## config.mk

```make
export PLATFORM = sky130hd
export DESIGN_NAME = wdt_freq_recovery
export DESIGN_NICKNAME = d
export VERILOG_FILES = /design/src/rtl/wfr_pkg.sv /design/src/rtl/wfr_wd_timer.sv /design/src/rtl/wfr_pulse_gen.sv /design/src/rtl/wfr_esc_ctrl.sv /design/src/rtl/wdt_freq_recovery.sv
export SDC_FILE = /design/constraint.sdc
export NUM_CORES = 1
export LEC_CHECK = 0
export CORE_MARGIN = 2
export CORE_UTILIZATION = 52
export CTS_CLUSTER_DIAMETER = 60
export DETAILED_ROUTE_END_ITERATION = 10
export PLACE_DENSITY = 0.86
export SETUP_SLACK_MARGIN = 0.5
export SKIP_LAST_GASP = 1
export SYNTH_ARGS = -nofsm -noshare
export SYNTH_HDL_FRONTEND = slang
export SYNTH_SLANG_ARGS = --single-unit
```

## constraint.sdc

```tcl
create_clock -name clk -period 1.7 [get_ports clk]
set_input_delay 0.34 -clock clk [delete_from_list [all_inputs] [get_ports clk]]
set_output_delay 0.34 -clock clk [all_outputs]
set_load 0.1 [all_outputs]
```

## src/rtl/wfr_pkg.sv

```systemverilog
package wfr_pkg;
  typedef enum logic [1:0] {
    SRC_SW       = 2'd0,
    SRC_FALLBACK = 2'd1,
    SRC_STRAP    = 2'd2
  } src_e;
endpackage

```

## src/rtl/wfr_wd_timer.sv

```systemverilog
module wfr_wd_timer #(
  parameter int TIMEOUT_TICKS = 2000,
  localparam int CW = (TIMEOUT_TICKS > 2) ? $clog2(TIMEOUT_TICKS) : 1
) (
  input  logic clk,
  input  logic rst_n,
  input  logic tick,
  input  logic wd_en,
  input  logic svc,
  input  logic hold,
  output logic timeout
);
  localparam logic [CW-1:0] LAST = CW'(TIMEOUT_TICKS - 1);

  logic [CW-1:0] cnt;

  assign timeout = wd_en && !hold && !svc && tick && (cnt == LAST);

  always_ff @(posedge clk or negedge rst_n) begin
    if (!rst_n) begin
      cnt <= '0;
    end else if (!wd_en || svc || hold || timeout) begin
      cnt <= '0;
    end else if (tick) begin
      cnt <= cnt + 1'b1;
    end
  end

  assert_timeout_needs_enable_R4: assert property (@(posedge clk) disable iff (!rst_n)
    timeout |-> wd_en);
  assert_service_blocks_next_R3: assert property (@(posedge clk) disable iff (!rst_n)
    svc |=> !timeout);
  assert_tick_paces_timeout_R10: assert property (@(posedge clk) disable iff (!rst_n)
    timeout |-> tick);
endmodule

```

## src/rtl/wfr_pulse_gen.sv

```systemverilog
module wfr_pulse_gen #(
  parameter int PULSE_TICKS = 500,
  localparam int CW = (PULSE_TICKS > 2) ? $clog2(PULSE_TICKS) : 1
) (
  input  logic clk,
  input  logic rst_n,
  input  logic tick,
  input  logic start,
  output logic active,
  output logic done
);
  localparam logic [CW-1:0] LAST = CW'(PULSE_TICKS - 1);

  logic [CW-1:0] cnt;

  assign done = active && tick && (cnt == LAST);

  always_ff @(posedge clk or negedge rst_n) begin
    if (!rst_n) begin
      active <= 1'b0;
      cnt    <= '0;
    end else if (start && !active) begin
      active <= 1'b1;
      cnt    <= '0;
    end else if (done) begin
      active <= 1'b0;
    end else if (active && tick) begin
      cnt <= cnt + 1'b1;
    end
  end

  assert_start_opens_pulse_R2: assert property (@(posedge clk) disable iff (!rst_n)
    start |=> active);
  assert_pulse_ends_on_tick_R2: assert property (@(posedge clk) disable iff (!rst_n)
    $fell(active) |-> $past(tick));
endmodule

```

## src/rtl/wfr_esc_ctrl.sv

```systemverilog
module wfr_esc_ctrl
  import wfr_pkg::*;
#(
  parameter int CODE_W = 5
) (
  input  logic              clk,
  input  logic              rst_n,
  input  logic              timeout,
  input  logic              pulse_active,
  input  logic              pulse_done,
  input  logic              code_we,
  input  logic [CODE_W-1:0] code_d,
  input  logic              en_we,
  input  logic              en_d,
  input  logic [CODE_W-1:0] fb_code,
  input  logic [CODE_W-1:0] strap_code,
  output logic [CODE_W-1:0] cfg_code_q,
  output logic              cfg_en_q,
  output logic [CODE_W-1:0] sel_q
);
  src_e              src_q;
  src_e              src_next_esc;
  logic              rewritten_q;
  logic [CODE_W-1:0] sel_mux;

  always_comb begin
    unique case (src_q)
      SRC_SW:       src_next_esc = SRC_FALLBACK;
      SRC_FALLBACK: src_next_esc = SRC_STRAP;
      default:      src_next_esc = SRC_STRAP;
    endcase
  end

  always_comb begin
    unique case (src_q)
      SRC_SW:       sel_mux = cfg_code_q;
      SRC_FALLBACK: sel_mux = fb_code;
      default:      sel_mux = strap_code;
    endcase
  end

  always_ff @(posedge clk or negedge rst_n) begin
    if (!rst_n) begin
      src_q       <= SRC_STRAP;
      cfg_code_q  <= '0;
      cfg_en_q    <= 1'b0;
      rewritten_q <= 1'b0;
    end else if (timeout) begin
      src_q       <= src_next_esc;
      cfg_code_q  <= fb_code;
      cfg_en_q    <= 1'b0;
      rewritten_q <= 1'b0;
    end else if (!pulse_active) begin
      if (code_we) begin
        cfg_code_q  <= code_d;
        rewritten_q <= 1'b1;
      end
      if (en_we) begin
        cfg_en_q <= en_d;
        if (en_d && (rewritten_q || code_we)) begin
          src_q       <= SRC_SW;
          rewritten_q <= 1'b0;
        end
      end
    end
  end

  always_ff @(posedge clk or negedge rst_n) begin
    if (!rst_n) begin
      sel_q <= '0;
    end else if (!pulse_active || pulse_done) begin
      sel_q <= sel_mux;
    end
  end

  assert_recovery_clears_enable_R5: assert property (@(posedge clk) disable iff (!rst_n)
    timeout |=> !cfg_en_q);
  assert_first_step_fallback_R5: assert property (@(posedge clk) disable iff (!rst_n)
    (timeout && src_q == SRC_SW) |=> src_q == SRC_FALLBACK);
  assert_second_step_strap_R6: assert property (@(posedge clk) disable iff (!rst_n)
    (timeout && src_q != SRC_SW) |=> src_q == SRC_STRAP);
  assert_writes_blocked_in_pulse_R9: assert property (@(posedge clk) disable iff (!rst_n)
    (pulse_active && !timeout) |=> ($stable(cfg_code_q) && $stable(cfg_en_q)));
  assert_sel_frozen_in_pulse_R7: assert property (@(posedge clk) disable iff (!rst_n)
    (pulse_active && !pulse_done) |=> $stable(sel_q));
endmodule

```

## src/rtl/wdt_freq_recovery.sv

```systemverilog
module wdt_freq_recovery #(
  parameter int CODE_W        = 5,
  parameter int TIMEOUT_TICKS = 2000,
  parameter int PULSE_TICKS   = 500
) (
  input  logic              clk,
  input  logic              rst_n,
  input  logic              tick,
  input  logic              svc,
  input  logic              cfg_code_we,
  input  logic [CODE_W-1:0] cfg_code_d,
  input  logic              cfg_en_we,
  input  logic              cfg_en_d,
  input  logic [CODE_W-1:0] fb_code,
  input  logic [CODE_W-1:0] strap_code,
  output logic [CODE_W-1:0] sel_code,
  output logic              sys_rst_n,
  output logic [CODE_W-1:0] cfg_code,
  output logic              cfg_wd_en
);
  logic timeout;
  logic pulse_active;
  logic pulse_done;

  wfr_wd_timer #(.TIMEOUT_TICKS(TIMEOUT_TICKS)) u_timer (
    .clk     (clk),
    .rst_n   (rst_n),
    .tick    (tick),
    .wd_en   (cfg_wd_en),
    .svc     (svc),
    .hold    (pulse_active),
    .timeout (timeout)
  );

  wfr_pulse_gen #(.PULSE_TICKS(PULSE_TICKS)) u_pulse (
    .clk    (clk),
    .rst_n  (rst_n),
    .tick   (tick),
    .start  (timeout),
    .active (pulse_active),
    .done   (pulse_done)
  );

  wfr_esc_ctrl #(.CODE_W(CODE_W)) u_esc (
    .clk          (clk),
    .rst_n        (rst_n),
    .timeout      (timeout),
    .pulse_active (pulse_active),
    .pulse_done   (pulse_done),
    .code_we      (cfg_code_we),
    .code_d       (cfg_code_d),
    .en_we        (cfg_en_we),
    .en_d         (cfg_en_d),
    .fb_code      (fb_code),
    .strap_code   (strap_code),
    .cfg_code_q   (cfg_code),
    .cfg_en_q     (cfg_wd_en),
    .sel_q        (sel_code)
  );

  assign sys_rst_n = !pulse_active;

  assert_no_pulse_when_idle_R4: assert property (@(posedge clk) disable iff (!rst_n)
    ($fell(sys_rst_n)) |-> $past(cfg_wd_en));
endmodule

```

# Yosys cells after proc, flatten, opt, wreduce, memory -nomap -nowiden
# Index checks and enable logic that the tools add are counted.
# word_totals
ff_bits	35
in_bits	22
output_inout_bits	12
elab_cells	66
# classes
add_sub_neg	2
eq_ne	5
muxes	24
reduce_logical	27
# op_table
cell	count
$mux W9	3
$mux W11	2
$mux W5	3
$reduce_bool A2 Y1	6
$add A11 B1 Y11 const B	1
$eq A11 B11 Y1 const B	1
$mux W1	10
$mux W2	5
$pmux W5 S2	1
$add A9 B1 Y9 const B	1
$eq A9 B9 Y1 const B	1
$logic_and A1 B1 Y1	8
$reduce_and A2 Y1	3
$logic_or A1 B1 Y1	5
$logic_not A1 Y1	3
$reduce_and A3 Y1	1
$eq A2 B1 Y1 const B	1
$logic_not A2 Y1	1
$ne A2 B1 Y1 const B	1
$ne A2 B2 Y1 const B	1

# Depth between registers and ports, before layout
# Gate-level depths: netlist of run 1.
# depth
ltp_word	8
mapped_depth	6

# Hierarchy
# A second synthesis of run 1 with hierarchy kept.
# hier_totals
hier_cells	178
area_unflattened_um2	1866.8
# modules_own_cells
module	instances	cells_per_inst	area_per_inst_um2	seq_area_each_um2
wfr_esc_ctrl	1	69	720.7	351.6
wfr_wd_timer	1	56	600.6	275.3
wfr_pulse_gen	1	52	541.8	250.2
wdt_freq_recovery	1	1	3.8	0.0

# Worst setup path before layout of run 1
# OpenSTA, ideal clock, no wires.
# synth_path
kind	register -> register
start	register u_esc.cfg_en_q
end	register u_pulse.cnt[0]
setup_ps	170
t_arrival_ps	1732
required_time_ps	1530
setup_slack_ps	-202
stages_incl_launch_ff	5
period_less_slack_ps	1902
path_cell_list	dfrtp_1 nor3b_2 and4_1 buf_4 o22ai_1
# synth_via
elab_chain_len	7
# synth_lines
element	line	source
start, declared	wfr_esc_ctrl.sv:18	output logic cfg_en_q,
start signal, assigned	wfr_esc_ctrl.sv:59	cfg_en_q <= en_d;
$logic_and A1 B1 Y1 (*) (4 in a row)	wfr_wd_timer.sv:17	assign timeout = wd_en && !hold && !svc && tick && (cnt == LAST);
$logic_and A1 B1 Y1 (*)	wfr_pulse_gen.sv:22	end else if (start && !active) begin
$ne A2 B2 Y1 (no line) or $reduce_bool A2 Y1 (tied branches)	n/a	
$reduce_and A2 Y1 (no line)	n/a	
end signal, assigned	wfr_pulse_gen.sv:28	cnt <= cnt + 1'b1;
end, declared	wfr_pulse_gen.sv:14	logic [CW-1:0] cnt;
# Mark *: on every way between the ends. The rest lies on a longest branch, timed or not.
# A chain may end at the register's enable or synchronous reset.

# Final worst setup path of run 1
# layout_path
start	register u_pulse.active
end	register u_esc.cfg_code_q[3]
# layout_via
elab_chain_len	7
# layout_lines
element	line	source
start, declared	wfr_pulse_gen.sv:9	output logic active,
start signal, assigned	wfr_pulse_gen.sv:20	active <= 1'b0;
start signal, assigned	wfr_pulse_gen.sv:23	active <= 1'b1;
start signal, assigned	wfr_pulse_gen.sv:26	active <= 1'b0;
$logic_not A1 Y1	n/a	
$logic_and A1 B1 Y1 (4 in a row)	wfr_wd_timer.sv:17	
$ne A2 B1 Y1 (no line) or $reduce_bool A2 Y1 (tied branches)	n/a	
$reduce_and A2 Y1 (no line)	n/a	
end signal, assigned	wfr_esc_ctrl.sv:50	cfg_code_q <= fb_code;
end signal, assigned	wfr_esc_ctrl.sv:55	cfg_code_q <= code_d;
end, declared	wfr_esc_ctrl.sv:17	output logic [CODE_W-1:0] cfg_code_q,
# Several ways; a longest one is shown, not always the timed one.

==> flow_summary.toml, run 1 <==
[die]
die_area_um2 = 4020
fp-row-count = 21
start_util_pct = 54.5
core_um2 = 3360
die_w_um = 63.4
die_y_um = 63.4
ios = 34

[final_layout]
n_antenna_cell = 0
stdcell_area_um2 = 2960
nNetsFinal = 277
drive_above_1_share_pct = 52.0
synthToLayoutAreaGrowth_pct = 61.6

[worst_setup_path]
r2r_end = "u_esc.cfg_code_q[3]$_DFFE_PN0P_"
r2r_start = "u_pulse.active$_DFFE_PN0P_"
path_cells = "buf_6 > nor3b_4 > buf_6 > and4_4 > nand2_1 > o21ai_1"
cp_max_fo = 5
r2r_slack_ps = 170
ff2ff_path_depth = 6
critPathBufInv = 2
max_stage_delay_ps = 450
worst_path_most_repeated_cell = "buf_6"
cp_data_arrival_time_ps = 1790
path_delay_family = "simple AND/OR/NAND/NOR gates"
setup.worst_path.start_class = "register"
cp-end-kind = "register"
path_class = "reg2reg"
worst_path_max_delay_cell = "dfrtp_2"
required_ps = 1960

[timing]
fin_skew_ps = 10.3
max-slew-margin-rel_pct = 74.0
finalHoldViolations = 0
setup_viol = 0
period_needed_ps = 1530
finalCritPeriodShare_pct = 90.2
slew_violations = 0
rsz0062_at_grt = "yes"
max_freq_mhz = 652
worst-slew-pin-transition_ps = 390

[synth]
yosysTopAreaCell = "dfrtp_1"
synthSimpleGateAreaFrac_pct = 22.4
synthTopCellsByArea = "dfrtp_1 (46%), mux2i_1 (7.1%), xor2_1 (4.8%)"
synth_compound_area_share_pct = 7.71
yosysUniqueCellTypes = 38
synth_top_area_share_pct = 46.4
synth.avg_cell_area_um2 = 10.2
seq_area_frac_synth_pct = 47.8
synth_xor_area_share_pct = 7.65
yosys-mux-area-fraction_pct = 10.2
synthAdderAreaFrac_pct = 1.37
synth_edf_count = 0
synth_top_family_by_area = "simple AND/OR/NAND/NOR gates"
synth-async-reset-ratio_pct = 100
synth_nets = 203
synth_warnings = 0
ys_seq_elements = 35
synthCells = 179
syn_area_um2 = 1830
synthFlopType = "dfrtp_1"

[route]
wl_met3_um = 423
wl_per_cell_um = 22.9
antenna_left = 0
drc = 0
top_layer = "met4"
drtIter0Drc = 162
num_vias = 1854
totalWireLength_um = 6870
dr.pass1.iters = 5
avgViaCountPerCell = 6.18
wl_met1_um = 2430
met2_length_um = 3640

[placement]
portBuffers = 33
dpl_cell_area_um2 = 2420
gp_congestion = 0.834
hpwl_um = 3250

[clock_tree]
numCtsBuffers = 5
path_clk_slew_ps = 110
clock_latency_ps = 340
root_buffer = "clkbuf_4"
htree_levels = 2
clkSinkCount = 35
clockBufferDepth = 2
cts_hold_buf = 0
cts_tree = "built"

[outcome]
outcome = "finished, final reports clean"

[pwr]
p_total_w = 0.00192
pwr-share-clk_pct = 23.5
p_leak_nw = 1.22
power_density_nw_per_um2 = 648
swShare_pct = 34.1
switching_power_w = 0.000655
irDropWorstVdd_uv = 549
seqPwrFrac_pct = 47.5
power_frac_comb_pct = 29.0
internal-power_w = 0.00126

[global_route]
grt_max_degree = 36
track_usage_pct = 30.9
grt_pass1_vias = 1872
globalRouteOverflowTotal = 0
grt_pass1_wl_um = 9410
antenna_found_initial = 0

[job]
drv_cap = 0

[worst_hold_path]
hold_path_class = "in2async"
-- worst reg2reg max path: cells and delay by family (launching register included) --
family | cells | cell delay [ps]
simple gates | 3 | 610
flops | 1 | 450
buf+inv | 2 | 300
compound gates | 1 | 100
-- registers in the layout, indices dropped and copies added, names as in the netlist --
signal / cells
u_esc.rewritten_q: 1
u_pulse.cnt: 9
u_pulse.active: 1
u_timer.cnt: 11
u_esc.sel_q: 5
u_esc.cfg_code_q: 5
u_esc.src_q: 2
u_esc.cfg_en_q: 1
-- Yosys cell counts, types with 2 or more instances --
cell type,instances
a21oi_1,3
and3_1,3
and4_1,3
and4_4,2
buf_2,2
buf_4,3
dfrtp_1,34
ha_1,2
inv_1,3
mux2_2,5
mux2i_1,13
nand2_1,22
nand3_1,5
nand4_1,6
nor2_1,22
nor3_1,2
o21ai_0,13
o22ai_1,2
xnor2_1,6
xor2_1,10
-- power groups by stage --
stage | clock network [W] | registers (W) | logic, W
detailed placement | 0 | 0.000928 | 0.000485
CTS | 0.000433 | 0.000907 | 0.000532
floorplan | 0 | 0.00110 | 0.0000840
finish | 0.000451 | 0.000912 | 0.000556
global placement | 0 | 0.000925 | 0.000475
global route | 0.000477 | 0.000915 | 0.000573
-- per-stage QoR --
stage | hold WS [ps] | setup WS [ps] | TNS, ps | util (%) | cells
3_3_place_gp | 521 | -74.9 | -595 | 71.8 | 257
2_1_floorplan | 44.4 | 237 | 0 | - | 179
4_1_cts | 374 | 264 | 0 | 82.7 | 291
6_report | 353 | 167 | 0 | 88.1 | 300
5_1_grt | 377 | 146 | 0 | 88.1 | 300
3_5_place_dp | 533 | -131 | -1820 | 71.8 | 257
-- repair_timing --
action                     in CTS  in global routing
gates resized for setup        38                 27
setup endpoints to repair      47                 47
setup buffers                  23                  9
gates cloned                    3                  0
hold endpoints to repair        0                  0
pin swaps                      25                 12
-- cells by family after synthesis --
group,after synthesis
AO/OA/AOI/OAI,23
XOR/XNOR,16
adder cells (fa/ha/maj),2
buffers and inverters,10
flip-flops,35
multiplexers,18
AND/OR/NAND/NOR,75
-- how the worst max path moves through the flow --
stage	startpoint	endpoint	slack, ps	depth (start not counted)
2_1_floorplan	u_pulse.active$_DFFE_PN0P_	u_esc.src_q[0]$_DFFE_PN0P_	240	4
3_3_place_gp	tick	u_esc.src_q[1]$_DFFE_PN1P_	-70	5
3_5_place_dp	tick	u_esc.cfg_code_q[3]$_DFFE_PN0P_	-130	4
4_1_cts	u_pulse.cnt[5]$_DFFE_PN0P_	u_esc.sel_q[1]$_DFFE_PN0P_	260	4
5_1_grt	u_pulse.active$_DFFE_PN0P_	u_esc.cfg_code_q[3]$_DFFE_PN0P_	150	6
6_report	u_pulse.active$_DFFE_PN0P_	u_esc.cfg_code_q[3]$_DFFE_PN0P_	170	6
-- placed cells by master (no fill, tap or decap), types with 3 or more instances in the layout --
cell type,netlist,final
and3_1,3,3
mux2i_1,13,13
o21ai_1,0,4
buf_12,0,14
dfrtp_1,34,19
xnor2_1,6,4
mux2_4,0,5
o21ai_0,13,7
dfrtp_2,0,14
xor2_1,10,9
nand2_1,22,17
buf_4,3,30
buf_6,0,5
and4_4,2,7
clkbuf_4,0,5
nand3_1,5,3
clkdlybuf4s50_1,0,20
nand2_2,0,4
nor2_1,22,5
nor2_4,0,4
nand4_1,6,6
nor2_2,0,13
-- metal layers --
metal	vias up	track usage (%)
li1	786	-
met1	919	34.7
met2	106	56.1
met3	43	6.43
met4	0	13.0
met5	-	0
-- area by class of cell --
class	instances	area, µm²
clock buffer	6	41.3
clock inverter	2	12.5
fill	158	400
inverter	3	15.0
multi-input combinational	137	1150
sequential	35	898
tap	46	57.6
timing repair buffer	71	786
No activity file was read; power rests on OpenSTA's default activity.
==> inputs of run 2 (changes only) <==
CORE_UTILIZATION = 33   (was 52)
PLACE_DENSITY = 0.61   (was 0.86)
==> run 2 against run 1 <==
Clock power up 26%. Sequential power down 0.5%. Combinational power down 5.2%. Global-route usage down 15 points. Flip-flop and latch count unchanged. Critical path depth up 1. Routed wire length down 35%.
==> flow_summary.toml, run 2 (same netlist as run 1, synthesis figures left out) <==
[route]
avgViaCountPerCell = 4.76
num_vias = 1538
wl_per_cell_um = 13.8
dr.pass1.iters = 4
antenna_left = 0
drtIter0Drc = 106
totalWireLength_um = 4470
drc = 0

[global_route]
grt_pass1_vias = 1645
grt_pass1_wl_um = 7810
globalRouteOverflowTotal = 0
grt_max_degree = 36
antenna_found_initial = 0
track_usage_pct = 16.1

[placement]
dpl_cell_area_um2 = 2490
gp_congestion = 0.738
placed_cells = 285
hpwl_um = 2940
portBuffers = 33

[timing]
period_needed_ps = 1520
slew_violations = 0
finalCritPeriodShare_pct = 89.3
finalHoldViolations = 0
worst-slew-pin-transition_ps = 375
rsz0062_at_grt = "yes"
fin_skew_ps = 5.27
hold-worst-slack_ps = 432
setup_viol = 0
max-slew-margin-rel_pct = 75.0
max_freq_mhz = 659

[final_layout]
utilization_pct = 53.8
nNetsFinal = 274
n_antenna_cell = 0
synthToLayoutAreaGrowth_pct = 59.7
top_register = "u_timer.cnt"
final_common_cell = "buf_4"
reg_top3 = "u_timer.cnt x11, u_pulse.cnt x9"
stdcell_area_um2 = 2930
drive_above_1_share_pct = 41.8
layout.cells.non_filler = 323
final_cell_mix = "buf_4 (28), nor2_1 (20), clkdlybuf4s50_1 (20), dfrtp_1 (20), buf_12 (18)"
largest_reg_flops = 11
fillers = 483

[die]
die_y_um = 78.5
die_w_um = 78.5
start_util_pct = 33.7
ios = 34
fp-row-count = 27
die_area_um2 = 6170
core_um2 = 5440

[job]
drv_cap = 0

[worst_hold_path]
hold_path_class = "in2async"

[clock_tree]
htree_levels = 2
root_buffer = "clkbuf_8"
clock_latency_ps = 280
numCtsBuffers = 5
clkSinkCount = 35
path_clk_slew_ps = 70
cts_tree = "built"
clockBufferDepth = 2

[worst_setup_path]
required_ps = 1910
cp_max_fo = 6
path_class = "reg2reg"
worst_path_max_delay_cell = "dfrtp_2"
cp-end-kind = "register"
cp_data_arrival_time_ps = 1730
path_cells = "buf_6 > nor3b_4 > and4_4 > buf_12 > buf_16 > nor3_2 > nor2_1"
setup.worst_path.start_class = "register"
max_stage_delay_ps = 440

[pwr]
irDropWorstVdd_uv = 307
p_leak_nw = 1.24
power_density_nw_per_um2 = 684

[outcome]
outcome = "finished, final reports clean"
## run 2: cell count changes in the layout (fill, tap and decap cells not counted), moves of 3 or more
cell | before | now
and4_4 | 7 | 4
clkbuf_8 | 0 | 5
buf_12 | 14 | 18
nor2_2 | 13 | 1
nor2_1 | 5 | 20
clkbuf_4 | 5 | 0
nor2_4 | 4 | 1
## run 2: critical path: cells and delay by family (launching register included)
kind	cells	cell delay, ps
buffers and inverters	3	360
and+or+nand+nor	4	640
DFF	1	440
## run 2: power by group
part | total, W | internal [W] | switching [W]
combinational | 0.000527 | 0.000230 | 0.000297
sequential | 0.000907 | 0.000871 | 0.0000360
clock | 0.000568 | 0.000291 | 0.000277
total | 0.00200 | 0.00139 | 0.000610
## run 2: cell type report
type                            instances  area (µm²)  share of cell area [%]
Sequential cell                        35         897                    30.7
Clock buffer                            8        80.1                    2.74
Inverter                                3        15.0                   0.513
Multi-Input combinational cell        134        1000                    34.3
Timing Repair Buffer                   71         841                    28.7
Tap cell                               72        90.1                    3.08
## run 2: what timing repair did
| item | 4_1_cts | 5_1_grt |
|---|---|---|
| resized for setup | 25 | 5 |
| gates cloned | 1 | 0 |
| pin swaps | 13 | 6 |
| setup endpoints to repair | 47 | 47 |
| buffers inserted | 23 | 6 |
| hold buffers | 0 | 0 |
| hold endpoints to repair | 0 | 0 |
## run 2: stage by stage
step | power (W) | setup slack [ps] | TNS (ps)
6_report | 0.00200 | 182 | 0
2_1_floorplan | 0.00118 | 237 | 0
3_3_place_gp | 0.00141 | -68.4 | -1130
5_1_grt | 0.00208 | 112 | 0
3_5_place_dp | 0.00141 | -120 | -1920
4_1_cts | 0.00202 | 217 | 0
## run 2: worst paths after layout
kind | startpoint | to | slack [ps] | cells past startpoint
worst min register to register | u_timer.cnt[10]$_DFFE_PN0P_ | u_timer.cnt[10]$_DFFE_PN0P_ | 540 | 2
worst min-delay path | rst_n | u_esc.sel_q[2]$_DFFE_PN0P_ | 430 | 2
worst max-delay path | u_pulse.active$_DFFE_PN0P_ | u_esc.src_q[1]$_DFFE_PN1P_ | 180 | 7
worst max register to register | u_pulse.active$_DFFE_PN0P_ | u_esc.src_q[1]$_DFFE_PN1P_ | 180 | 7
max in group asynchronous | rst_n | u_esc.src_q[1]$_DFFE_PN1P_ | 1010 | 2
min in group clk | u_timer.cnt[10]$_DFFE_PN0P_ | u_timer.cnt[10]$_DFFE_PN0P_ | 540 | 2
## run 2: per-layer routing
metal,track usage (%),vias up,wire (µm)
met4,5.96,0,77
met5,0,-,0
met3,3.68,8,93
met1,19.3,754,1880
met2,27.9,12,2410
li1,-,764,-
==> inputs of run 3 (changes only) <==
SYNTH_HIERARCHICAL = 1   (was unset)
==> run 3 against run 2 <==
Sequential share of layout area down 1.6 points. Critical endpoint is now u_pulse/cnt[8]$_DFFE_PN0P_. Combinational power up 0.9%. Non-clock buffer count up 10. Worst hold slack worse by 26 ps.
==> flow_summary.toml, run 3 <==
[route]
dr.pass1.iters = 4
drc = 0
totalWireLength_um = 4660
drtIter0Drc = 54
avgViaCountPerCell = 4.94
antenna_left = 0
wl_per_cell_um = 13.9
num_vias = 1654

[die]
start_util_pct = 34.1
die_y_um = 79.2
core_um2 = 5470
die_w_um = 79.2
fp-row-count = 27
ios = 34
die_area_um2 = 6270

[final_layout]
drive_above_1_share_pct = 49.0
utilization_pct = 56.5
register_area_um2 = 898
top_register = "u_timer/cnt"
fillers = 471
nNetsFinal = 286
multiInputGateArea_um2 = 1080
n_antenna_cell = 0
synthToLayoutAreaGrowth_pct = 65.7
reg_top3 = "u_timer/cnt x11, u_pulse/cnt x9"
final_common_cell = "buf_4"
final_cell_mix = "buf_4 (36), clkdlybuf4s50_1 (19), dfrtp_1 (19)"
largest_reg_flops = 11

[worst_setup_path]
required_ps = 1870
critPathBufInv = 1
cp_data_arrival_time_ps = 1860
ff2ff_path_depth = 6
r2r_start = "u_timer/cnt[4]$_DFFE_PN0P_"
r2r_slack_ps = 10
worst_path_max_delay_cell = "or3b_4"
max_stage_delay_ps = 420
r2r_end = "u_pulse/cnt[8]$_DFFE_PN0P_"
cp_max_fo = 5
setup.worst_path.start_class = "register"
path_cells = "or3b_4 > nor4_4 > nand2b_1 > buf_6 > nand2_1 > mux2i_1"
path_delay_family = "simple AND/OR/NAND/NOR gates"
cp-end-kind = "register"
path_class = "reg2reg"

[global_route]
antenna_found_initial = 0
grt_pass1_wl_um = 7700
globalRouteOverflowTotal = 0
grt_max_degree = 36
track_usage_pct = 15.8
grt_pass1_vias = 1620

[clock_tree]
path_clk_slew_ps = 70
root_buffer = "clkbuf_8"
clock_latency_ps = 290
numCtsBuffers = 5
clockBufferDepth = 2
cts_tree = "built"
clkSinkCount = 35
htree_levels = 2
cts_hold_buf = 0

[timing]
max-slew-margin-rel_pct = 76.7
slew_violations = 0
rsz0062_at_grt = "yes"
tns_ps = 0
finalCritPeriodShare_pct = 99.2
fin_skew_ps = 7.29
max_freq_mhz = 593
setup_viol = 0
finalHoldViolations = 0
period_needed_ps = 1690
worst-slew-pin-transition_ps = 348

[synth]
synthFlopType = "dfrtp_1"
seq_area_frac_synth_pct = 47.0
synth_warnings = 6
synth-async-reset-ratio_pct = 100
ys_seq_elements = 35
synthTopCellsByCount = "dfrtp_1 (34), nand2_1 (20), mux2i_1 (16), o21ai_0 (15)"
yosysTopAreaCell = "dfrtp_1"
synthCells = 178
yosysUniqueCellTypes = 47
synth_edf_count = 0
synth.avg_cell_area_um2 = 10.5
synth_top_area_share_pct = 45.6
synthTopCellsByArea = "dfrtp_1 (46%), mux2i_1 (8.6%), mux2_4 (4.0%)"
synth_nets = 202
yosysMostFrequentCell = "dfrtp_1"
syn_area_um2 = 1870

[job]
drv_cap = 0

[outcome]
outcome = "finished, final reports clean"

[pwr]
p_leak_nw = 1.30
power_density_nw_per_um2 = 714
irDropWorstVdd_uv = 408

[placement]
hpwl_um = 3050
portBuffers = 33
gp_congestion = 0.802

[worst_hold_path]
hold_path_class = "in2async"
[run 3: cell types whose count changed after synthesis, moves of 4 or more]
cell and change:
mux2_4 +5, nor2_1 -12, or4_1 +4, xor2_1 -7
xnor2_1 -5, a21oi_1 +7, o21ai_1 +5, mux2_2 -5
[run 3: per-layer routing]
layer	global-route usage (%)	routed length [µm]	vias to the layer above
met2	24.9	2160	30
met4	5.17	59	0
met1	21.4	2270	795
met5	0	0	-
met3	3.86	172	7
li1	-	-	822
[run 3: per-stage QoR]
| step | hold WS, ps | total power [W] | setup slack (ps) | instance area [µm²] | cells |
|---|---|---|---|---|---|
| 2_1_floorplan | 44.4 | 0.00117 | -120 | 1930 | 178 |
| 3_5_place_dp | 479 | 0.00140 | -297 | 2600 | 299 |
| 3_3_place_gp | 472 | 0.00139 | -257 | 2600 | 299 |
| 4_1_cts | 414 | 0.00222 | -7.20 | 3010 | 331 |
| 6_report | 407 | 0.00221 | 14.4 | 3090 | 335 |
| 5_1_grt | 431 | 0.00230 | -65.0 | 3090 | 335 |
[run 3: how the worst max path moves through the flow]
| stage | depth (start not counted) | slack [ps] | from | end |
|---|---|---|---|---|
| after floorplan | 5 | -120 | u_esc/cfg_en_q$_DFFE_PN0P_ | u_pulse/cnt[7]$_DFFE_PN0P_ |
| after global placement | 6 | -260 | svc | u_pulse/cnt[3]$_DFFE_PN0P_ |
| after detailed placement | 6 | -300 | svc | u_pulse/cnt[2]$_DFFE_PN0P_ |
| after CTS | 6 | -7 | u_pulse/active$_DFFE_PN0P_ | u_pulse/cnt[8]$_DFFE_PN0P_ |
| after global routing | 6 | -60 | u_timer/cnt[4]$_DFFE_PN0P_ | u_pulse/cnt[6]$_DFFE_PN0P_ |
| final | 6 | 10 | u_timer/cnt[4]$_DFFE_PN0P_ | u_pulse/cnt[8]$_DFFE_PN0P_ |
[run 3: what timing repair did]
action	in CTS	in global routing
pin swaps	8	12
endpoints found under the setup margin	46	46
gates cloned	1	0
gates resized for setup	33	18
buffers inserted	23	4
[run 3: kinds of logic (layout without fill, tap and decap cells)]
group / after synthesis / count (layout) / share of synthesized area [%]
fa+ha+maj: 2 / 2 / 1.34
mux: 21 / 21 / 12.6
xor+xnor: 4 / 4 / 1.88
flops: 35 / 35 / 47.0
compound gates: 40 / 40 / 13.7
simple gates: 66 / 67 / 20.8
buf+inv: 10 / 94 / 2.75
[run 3: layout make-up]
cell class	instances	share of cell area [%]
multi-input cells	134	35.1
flip-flops and latches	35	29.0
repair buffers	81	28.4
well taps	72	2.91
clock buffers	6	2.67
clock inverters	2	1.13
inverters	5	0.728
[run 3: report_power, final]
| group | switching, W | total, W | internal [W] |
|---|---|---|---|
| sequential | 0.0000311 | 0.000899 | 0.000868 |
| clock | 0.000304 | 0.000779 | 0.000474 |
| combinational | 0.000297 | 0.000532 | 0.000235 |
| total | 0.000633 | 0.00221 | 0.00158 |
